--- src/rtl/vlc_pkg.sv ---
// Package: shared constants and types for the video clamp and gain controller.
// Assumes two channels, indexed luma first and chroma second.
package vlc_pkg;
    localparam int NUM_CH    = 2;
    localparam int CH_LUMA   = 0;
    localparam int CH_CHROMA = 1;

    // One clamp request pair for a channel.
    typedef struct packed {
        logic up;
        logic dn;
    } clamp_req_t;
endpackage

--- src/rtl/vlc_clamp_cmp.sv ---
// Module: per-channel clamp comparator. It compares each sample taken inside
// the clamp window against a fixed target and registers an up/down request.
// Assumes: freeze (vertical blanking) has priority and holds the request.
module vlc_clamp_cmp
    import vlc_pkg::*;
#(
    parameter int SMP_W  = 8,
    parameter int TARGET = 60
) (
    input  logic             clk,
    input  logic             rst_n,
    input  logic [SMP_W-1:0] smp,
    input  logic             win,
    input  logic             freeze,
    output clamp_req_t       req
);
    localparam logic [SMP_W-1:0] TGT_V = SMP_W'(TARGET);

    // Register the compare result in the window and clear it outside.
    always_ff @(posedge clk) begin
        if (!rst_n) begin
            req <= '0;
        end else if (!freeze) begin
            if (win) begin
                req.up <= (smp < TGT_V);
                req.dn <= (smp > TGT_V);
            end else begin
                req <= '0;
            end
        end
    end

    // outside the window the requests drop.
    a_r3_idle_outside_window: assert property (@(posedge clk) disable iff (!rst_n)
        (!win && !freeze) |=> (req == '0));

    // blanking holds the request.
    a_r4_clamp_frozen: assert property (@(posedge clk) disable iff (!rst_n)
        freeze |=> $stable(req));
endmodule

--- src/rtl/vlc_sync_meas.sv ---
// Module: luma level measurement. It tracks the lowest luma sample in each
// gain window, flags the window's end, and keeps an overshoot flag that is
// set by a full-scale sample during active video.
// Assumes: the gain loop consumes the flag at each automatic window end.
module vlc_sync_meas #(
    parameter int SMP_W = 8
) (
    input  logic             clk,
    input  logic             rst_n,
    input  logic [SMP_W-1:0] luma,
    input  logic             gain_win,
    input  logic             active_vid,
    input  logic             freeze,
    input  logic             agc_en,
    output logic             win_end,
    output logic [SMP_W-1:0] sync_min,
    output logic             peak_flag
);
    localparam logic [SMP_W-1:0] FULL_SCALE = '1;

    logic win_d;
    logic peak_hit;

    assign win_end  = win_d && !gain_win && !freeze;
    assign peak_hit = active_vid && (luma == FULL_SCALE);

    // Delay the window strobe so its falling edge can be found; this tracks even in blanking.
    always_ff @(posedge clk) begin
        if (!rst_n) win_d <= 1'b0;
        else        win_d <= gain_win;
    end

    // Keep the smallest sample of the current window.
    always_ff @(posedge clk) begin
        if (!rst_n) begin
            sync_min <= FULL_SCALE;
        end else if (!freeze && gain_win) begin
            if (!win_d || luma < sync_min) sync_min <= luma;
        end
    end

    // Set the overshoot flag on a full-scale sample and clear it when consumed or in manual mode.
    always_ff @(posedge clk) begin
        if (!rst_n) begin
            peak_flag <= 1'b0;
        end else if (!freeze) begin
            if (!agc_en) peak_flag <= 1'b0;
            else         peak_flag <= (peak_flag && !win_end) || peak_hit;
        end
    end

    // the flag only rises after a full-scale active sample.
    a_r8_peak_source: assert property (@(posedge clk) disable iff (!rst_n)
        $rose(peak_flag) |-> ($past(active_vid) && ($past(luma) == FULL_SCALE)));
endmodule

--- src/rtl/vlc_gain_loop.sv ---
// Module: luma gain loop. At each gain window end in automatic mode it steps the
// gain code by one step: down on overshoot or a high sync level, up on a low one.
// The code saturates at both limits. In manual mode it copies the register value.
// Assumes: win_end is already qualified by blanking.
module vlc_gain_loop #(
    parameter int SMP_W    = 8,
    parameter int GAIN_W   = 9,
    parameter int GAIN_MIN = 16,
    parameter int GAIN_MAX = 496,
    parameter int GAIN_NOM = 256,
    parameter int STEP     = 4,
    parameter int SYNC_TGT = 16,
    parameter int DEAD     = 2
) (
    input  logic              clk,
    input  logic              rst_n,
    input  logic              freeze,
    input  logic              agc_en,
    input  logic [GAIN_W-1:0] man_gain,
    input  logic              win_end,
    input  logic [SMP_W-1:0]  sync_min,
    input  logic              peak_flag,
    output logic [GAIN_W-1:0] gain
);
    localparam logic [GAIN_W-1:0] G_MIN  = GAIN_W'(GAIN_MIN);
    localparam logic [GAIN_W-1:0] G_MAX  = GAIN_W'(GAIN_MAX);
    localparam logic [GAIN_W-1:0] G_NOM  = GAIN_W'(GAIN_NOM);
    localparam logic [GAIN_W-1:0] G_STEP = GAIN_W'(STEP);
    localparam logic [SMP_W-1:0]  LVL_LO = SMP_W'(SYNC_TGT - DEAD);
    localparam logic [SMP_W-1:0]  LVL_HI = SMP_W'(SYNC_TGT + DEAD);

    logic [GAIN_W-1:0] gain_up;
    logic [GAIN_W-1:0] gain_dn;
    logic              want_dn;
    logic              want_up;

    // Compute the saturated neighbours of the current code and the step direction.
    always_comb begin
        gain_up = (gain >= G_MAX - G_STEP) ? G_MAX : gain + G_STEP;
        gain_dn = (gain <= G_MIN + G_STEP) ? G_MIN : gain - G_STEP;
        want_dn = peak_flag || (sync_min > LVL_HI);
        want_up = !peak_flag && (sync_min < LVL_LO);
    end

    // Update the gain code: hold in blanking, copy in manual, step at window end.
    always_ff @(posedge clk) begin
        if (!rst_n) begin
            gain <= G_NOM;
        end else if (!freeze) begin
            if (!agc_en) begin
                gain <= man_gain;
            end else if (win_end) begin
                if (want_dn)      gain <= gain_dn;
                else if (want_up) gain <= gain_up;
            end
        end
    end

    // blanking holds the gain.
    a_r4_gain_frozen: assert property (@(posedge clk) disable iff (!rst_n)
        freeze |=> $stable(gain));

    // in automatic mode the code moves only at a window end.
    a_r5_hold_between_windows: assert property (@(posedge clk) disable iff (!rst_n)
        (agc_en && !win_end) |=> $stable(gain));

    // manual mode copies the register value one edge later.
    a_r9_manual_follow: assert property (@(posedge clk) disable iff (!rst_n)
        (!agc_en && !freeze) |=> (gain == $past(man_gain)));
endmodule

--- src/rtl/vid_level_ctrl.sv ---
// Module: top of the video clamp and gain controller. It holds one clamp
// comparator per channel, the luma level measurement, the luma gain loop and
// the chroma gain register.
// Assumes: all strobes are synchronous to clk; vblank freezes every output.
module vid_level_ctrl
    import vlc_pkg::*;
#(
    parameter int SMP_W        = 8,
    parameter int GAIN_W       = 9,
    parameter int LUMA_CLAMP   = 60,
    parameter int CHROMA_CLAMP = 128,
    parameter int GAIN_MIN     = 16,
    parameter int GAIN_MAX     = 496,
    parameter int GAIN_NOM     = 256,
    parameter int GAIN_STEP    = 4,
    parameter int SYNC_TGT     = 16,
    parameter int SYNC_DEAD    = 2
) (
    input  logic              clk,
    input  logic              rst_n,
    input  logic [SMP_W-1:0]  luma_smp,
    input  logic [SMP_W-1:0]  chroma_smp,
    input  logic              clamp_win,
    input  logic              gain_win,
    input  logic              vblank,
    input  logic              active_vid,
    input  logic              agc_en,
    input  logic [GAIN_W-1:0] man_luma_gain,
    input  logic [GAIN_W-1:0] man_chroma_gain,
    output logic              luma_clamp_up,
    output logic              luma_clamp_dn,
    output logic              chroma_clamp_up,
    output logic              chroma_clamp_dn,
    output logic [GAIN_W-1:0] luma_gain,
    output logic [GAIN_W-1:0] chroma_gain
);
    localparam logic [GAIN_W-1:0] G_NOM = GAIN_W'(GAIN_NOM);

    logic [SMP_W-1:0] smp_bus [NUM_CH];
    clamp_req_t       req     [NUM_CH];
    logic             win_end;
    logic [SMP_W-1:0] sync_min;
    logic             peak_flag;

    assign smp_bus[CH_LUMA]   = luma_smp;
    assign smp_bus[CH_CHROMA] = chroma_smp;

    // One comparator per channel, each with its own fixed target.
    for (genvar ch = 0; ch < NUM_CH; ch++) begin : g_clamp
        localparam int TGT = (ch == CH_LUMA) ? LUMA_CLAMP : CHROMA_CLAMP;
        vlc_clamp_cmp #(.SMP_W(SMP_W), .TARGET(TGT)) u_cmp (
            .clk    (clk),
            .rst_n  (rst_n),
            .smp    (smp_bus[ch]),
            .win    (clamp_win),
            .freeze (vblank),
            .req    (req[ch])
        );
    end

    assign luma_clamp_up   = req[CH_LUMA].up;
    assign luma_clamp_dn   = req[CH_LUMA].dn;
    assign chroma_clamp_up = req[CH_CHROMA].up;
    assign chroma_clamp_dn = req[CH_CHROMA].dn;

    vlc_sync_meas #(.SMP_W(SMP_W)) u_meas (
        .clk        (clk),
        .rst_n      (rst_n),
        .luma       (luma_smp),
        .gain_win   (gain_win),
        .active_vid (active_vid),
        .freeze     (vblank),
        .agc_en     (agc_en),
        .win_end    (win_end),
        .sync_min   (sync_min),
        .peak_flag  (peak_flag)
    );

    vlc_gain_loop #(
        .SMP_W    (SMP_W),
        .GAIN_W   (GAIN_W),
        .GAIN_MIN (GAIN_MIN),
        .GAIN_MAX (GAIN_MAX),
        .GAIN_NOM (GAIN_NOM),
        .STEP     (GAIN_STEP),
        .SYNC_TGT (SYNC_TGT),
        .DEAD     (SYNC_DEAD)
    ) u_loop (
        .clk       (clk),
        .rst_n     (rst_n),
        .freeze    (vblank),
        .agc_en    (agc_en),
        .man_gain  (man_luma_gain),
        .win_end   (win_end),
        .sync_min  (sync_min),
        .peak_flag (peak_flag),
        .gain      (luma_gain)
    );

    // Copy the static chroma gain, held during blanking.
    always_ff @(posedge clk) begin
        if (!rst_n)       chroma_gain <= G_NOM;
        else if (!vblank) chroma_gain <= man_chroma_gain;
    end

    // the chroma gain copies its register value one edge later outside blanking.
    a_r9_chroma_follow: assert property (@(posedge clk) disable iff (!rst_n)
        !vblank |=> (chroma_gain == $past(man_chroma_gain)));

    // blanking holds the chroma gain.
    a_r4_chroma_frozen: assert property (@(posedge clk) disable iff (!rst_n)
        vblank |=> $stable(chroma_gain));
endmodule

--- config.mk ---
export PLATFORM = sky130hd
export DESIGN_NAME = vid_level_ctrl
export DESIGN_NICKNAME = d
export VERILOG_FILES = /design/src/rtl/vlc_pkg.sv /design/src/rtl/vlc_clamp_cmp.sv /design/src/rtl/vlc_sync_meas.sv /design/src/rtl/vlc_gain_loop.sv /design/src/rtl/vid_level_ctrl.sv
export SDC_FILE = /design/constraint.sdc
export NUM_CORES = 1
export LEC_CHECK = 0
export ABC_CLOCK_PERIOD_IN_PS = 3480
export BUFFER_PORTS_ARGS = -buffer_cell sky130_fd_sc_hd__buf_2
export CORE_MARGIN = 2
export CORE_UTILIZATION = 54
export DETAILED_ROUTE_END_ITERATION = 10
export PLACE_DENSITY_LB_ADDON = 0.08
export SYNTH_ARGS = -nofsm -noshare
export SYNTH_HDL_FRONTEND = slang
export SYNTH_SLANG_ARGS = --single-unit
--- constraint.sdc ---
create_clock -name clk -period 3.48 [get_ports clk]
set_input_delay 0.174 -clock clk [delete_from_list [all_inputs] [get_ports clk]]
set_output_delay 0.174 -clock clk [all_outputs]
set_load 0.02 [all_outputs]
# Word-level counts from Yosys, hierarchy flattened
# Index checks and enable logic that the tools add are counted.
# W data, S select, Z words.
# word_totals
reg_bits,32
input_bits,41
# op_classes
magnitude_cmp,9
eq_ne,3
reduce_logical,16
n_addsub,2
mux,9
bitwise_logic,1
# op_table
op,n
$mux W9,6
$add A9 B3 Y9 const B,1
$ge A9 B9 Y1 const B,1
$le A9 B5 Y1 const B,1
$sub A9 B3 Y9 const B,1
$eq A8 B8 Y1 const B,1
$gt A8 B5 Y1 const B,1
$gt A8 B6 Y1 const B,1
$gt A8 B8 Y1 const B,1
$lt A8 B4 Y1 const B,1
$lt A8 B6 Y1 const B,1
$lt A8 B8 Y1,1
$lt A8 B8 Y1 const B,1
$logic_and A1 B1 Y1,6
$logic_not A1 Y1,5
$mux W2,2
$logic_or A1 B1 Y1,3
$ne A3 B1 Y1 const B,1
$reduce_and A3 Y1,1
$ne A2 B1 Y1 const B,1
$reduce_and A2 Y1,1
$mux W1,1
$not A1 Y1,1

# Longest topological paths before layout
# depth
word_depth,7
mapped_depth,8
depth_no_buf,7

# By module
# Synthesis repeated with hierarchy kept, for this count alone.
# hier_totals
hier_cells,231
area_unflattened_um2,2028.2
# modules_own_cells
mod,cells_per_inst,area_per_inst_um2,n_inst
vlc_gain_loop,109,830.8,1
vlc_sync_meas,71,653.1,1
vid_level_ctrl,28,335.3,1
vlc_clamp_cmp at g_clamp[0].u_cmp,13,112.6,1
vlc_clamp_cmp at g_clamp[1].u_cmp,10,96.3,1

# Worst setup path after synthesis
# No wires, ideal clock.
# synth_path
kind,reg-to-reg
start,register u_loop.gain[2]
end,register u_loop.gain[1]
slack_ps,1472
t_required_ps,3362
arrival_ps,1890
setup_time_ps,118
path_stages_with_launch,7
path_buffers,0
path_cell_list,dfxtp_1 -> ha_1 -> or3b_2 -> a21oi_1 -> mux2i_1 -> a21boi_2 -> a21oi_2
# synth_between
elab_chain_len,6
# synth_lines
element,line,rtl
from (decl),vlc_gain_loop.sv:23,output logic [GAIN_W-1:0] gain
from (signal assigned),vlc_gain_loop.sv:51,gain <= man_gain;
from (signal assigned),vlc_gain_loop.sv:53,if (want_dn) gain <= gain_dn;
from (signal assigned),vlc_gain_loop.sv:54,else if (want_up) gain <= gain_up;
$ge A9 B9 Y1,vlc_gain_loop.sv:39,gain_up = (gain >= G_MAX - G_STEP) ? G_MAX : gain + G_STEP;
$mux W9,vlc_gain_loop.sv:39,
$mux W9,vlc_gain_loop.sv:54,
$mux W9 (*),vlc_gain_loop.sv:53,
$mux W9 (*),vlc_gain_loop.sv:52,end else if (win_end) begin
$mux W9 (*),vlc_gain_loop.sv:50,if (!agc_en) begin
# Every way passes the cells marked *; elsewhere a longest branch is shown, timed or not. The select of a mux whose other input is x is not followed.
# A chain may end at the register's enable or synchronous reset.

# Final worst setup path
# Same ends and word-level chain as after synthesis.

==> qor.yml <==
status: "finished, final reports clean"
postCtsResizedCells: 0
fin_util_pct: 67.6
clkTransAtPathRegs_ns: 0.10
peakVddDrop_uv: 250
grt_usage_pct: 22.2
final_cell_mix: "buf_2 (62), dfxtp_1 (32), nand2_1 (21), o211ai_1 (21), inv_1 (12)"
cp_num_cells: 6
async_flop_share_pct: 0
io_buffers: 62
p_per_area_nw_per_um2: 366
core.rowCount: 21
ys_ff_latch: 32
worstReg2RegEnd: "u_loop.gain[1]"
overflow: 0
clk_latency_ns: 0.32
routabilityCongestion: 0.797
critPathSlowestCell: "dfxtp_1"
ctsHoldBuffers: 0
netlist_area_sq_um: 1910
totalWireLength_microns: 4260
period_share_pct: 61.5
dieWidth_microns: 63.4
startpoint: "u_loop.gain[2]"
critPathKind: "reg -> reg"
synth_edf_count: 0
die_h_microns: 63.4
drt_pre_antenna_iters: 4
postSynthCellCount: 219
drcViolationCount: 0
synth_cell_type_count: 50
yosysTopAreaCell: "dfxtp_1"
post-dp-hpwl_microns: 3240
clock_skew_ns: 0.00563
boundaryPins: 63
wl_per_cell_microns: 13.2
cts.sinks: 32
power.leakage_nw: 1.07
worst_pin_slew_ns: 0.643
fin_tns_setup_ns: 0
ys_seq_area_share_pct: 33.6
fp.coreArea_sq_um: 3360
holdPathStages: 3
num-fill-cells: 334
antenna_left: 0
drive_gt1_share_pct: 27.9
finalHoldViolCount: 0
max_slew_margin_pct: 57.1
root_buffer: "clkbuf_4"
rsz0062_at_grt: "false"
fin_area_sq_um: 2270
via_per_inst: 5.49
ff2ff_path_depth: 6
via_count: 1769
grt_pass1_vias: 1629
crit_required_ns: 3.70
grt_max_degree: 38
final-setup-viol-count: 0
cp.arrival_ns: 2.36
reg2reg_from: "u_loop.gain[2]"
cp_slowest_stage_delay_ns: 0.50
startpoint_type: "flip-flop"
cts_setup_buffers: 0
ctsHtreeMaxLevel: 2
endpoint_kind: "flip-flop"
critPathTopFamily: "compound AO/OA/AOI/OAI gates"
cts_tree: "yes"
place_area_sq_um: 2220
mostFrequentLayoutCell: "buf_2"
grt_antenna_before_repair: 0
yosys-top-cells-area: "dfxtp_1 (34%), o211ai_1 (8.3%), ha_1 (6.6%)"
cts_made_buffers: 5
crit_chain: "ha_1, or3b_2, a21oi_1, mux2i_1, a21boi_2, a21oi_2"
area_delta_synth_final_pct: 19.4
synth_top_area_share_pct: 33.6
initial_core_util_pct: 56.7
grt_pass1_wl_microns: 7220
maxSlewViolCount: 0
period_needed_ns: 2.14
ys.flop_type: "dfxtp_1"
finalNetCount: 326
crit_fanout: 9
drt_iter0_drc: 80
clk_path_buf_depth: 2
dieArea_sq_um: 4020
ys_warn_count: 0
synth_nets: 270
drv_cap: 0
cp-endpoint: "u_loop.gain[1]"
reg2reg_setup_slack_ns: 1.34
antenna_cells: 0
fmax_mhz: 467
path_buf_inv: 0
hold_path_class: "in -> reg"
avgSynthCellArea_sq_um: 8.70
[how the worst min path moves through the flow]
stage,startpoint,to,slack (ns)
floorplan,gain_win,u_meas.win_d,0.30
global placement,man_chroma_gain[8],chroma_gain[8],0.39
detailed placement,man_chroma_gain[8],chroma_gain[8],0.41
CTS,gain_win,u_meas.win_d,0.08
global route,man_chroma_gain[8],chroma_gain[8],0.07
finish,man_chroma_gain[8],chroma_gain[8],0.09
[Yosys cell counts, types with 2 or more instances]
library cell,number
dfxtp_1,32
nand2_1,21
o211ai_1,21
inv_1,12
nor2b_1,11
ha_1,10
mux2i_1,10
clkbuf_1,9
o21ai_0,7
a21oi_1,6
nand3_1,5
nor2_1,5
xnor2_1,5
nor3_1,4
nor3b_1,4
o211a_1,4
o22ai_1,4
a21o_1,3
a21oi_2,3
and2_1,3
nand2b_1,3
o21a_1,3
a211o_1,2
buf_1,2
nand3b_1,2
nand4_1,2
nor4_1,2
xor2_1,2
[state kept, by name, summed over array words and instances, names as in the netlist]
register	flops
g_clamp.u_cmp.req	4
u_meas.win_d	1
u_meas.sync_min	8
chroma_gain	9
u_loop.gain	9
u_meas.peak_flag	1
[where the power goes]
| part | internal [mW] | switching, mW | leakage (nW) | total, mW |
|---|---|---|---|---|
| registers | 0.389 | 0.0277 | 0.264 | 0.417 |
| logic | 0.0879 | 0.106 | 0.772 | 0.194 |
| clock network | 0.0997 | 0.121 | 0.0326 | 0.220 |
| total | 0.577 | 0.255 | 1.07 | 0.832 |
[layout make-up]
type                            instances  area (sq um)  area share (%)
Clock buffer                            8          58.8            2.59
Inverter                               12          45.0            1.98
Multi-Input combinational cell        162          1160            51.1
Sequential cell                        32           641            28.2
Tap cell                               46          57.6            2.53
Timing Repair Buffer                   62           310            13.6
[worst min-delay path, cell delays in order]
cell and delay [ns]:
buf_2 0.08, mux2i_1 0.06, nand2_1 0.06
[routing by layer]
layer  part of all wire, %  vias to the layer above  track usage [%]
met5                     0                        -                0
met4                  0.28                        0             4.89
met3                   4.9                        2             5.36
met2                    49                       50             37.8
met1                    46                      802             28.5
li1                      -                      915                -
[stage by stage]
step | setup WS, ns | cells | hold slack (ns) | power, mW
6_report | 1.34 | 322 | 0.0866 | 0.832
5_1_grt | 1.21 | 322 | 0.0693 | 0.881
4_1_cts | 1.36 | 322 | 0.0759 | 0.839
3_5_place_dp | 1.39 | 314 | 0.413 | 0.619
3_3_place_gp | 1.49 | 314 | 0.390 | 0.615
2_1_floorplan | 1.47 | 219 | 0.296 | 0.557
[cells by family (layout without fill, tap and decap cells)]
kind of cell	count (synthesis)	count (layout)	synth area share, %
adders and majority gates	10	10	6.57
DFF	32	32	33.6
muxes	10	10	5.25
buffers and inverters	25	82	5.38
xor gates and xnor gates	7	7	3.22
AOI/OAI and AO/OA	67	67	26.5
and+or+nand+nor	68	68	19.5
(Power assumes the default switching activity.)
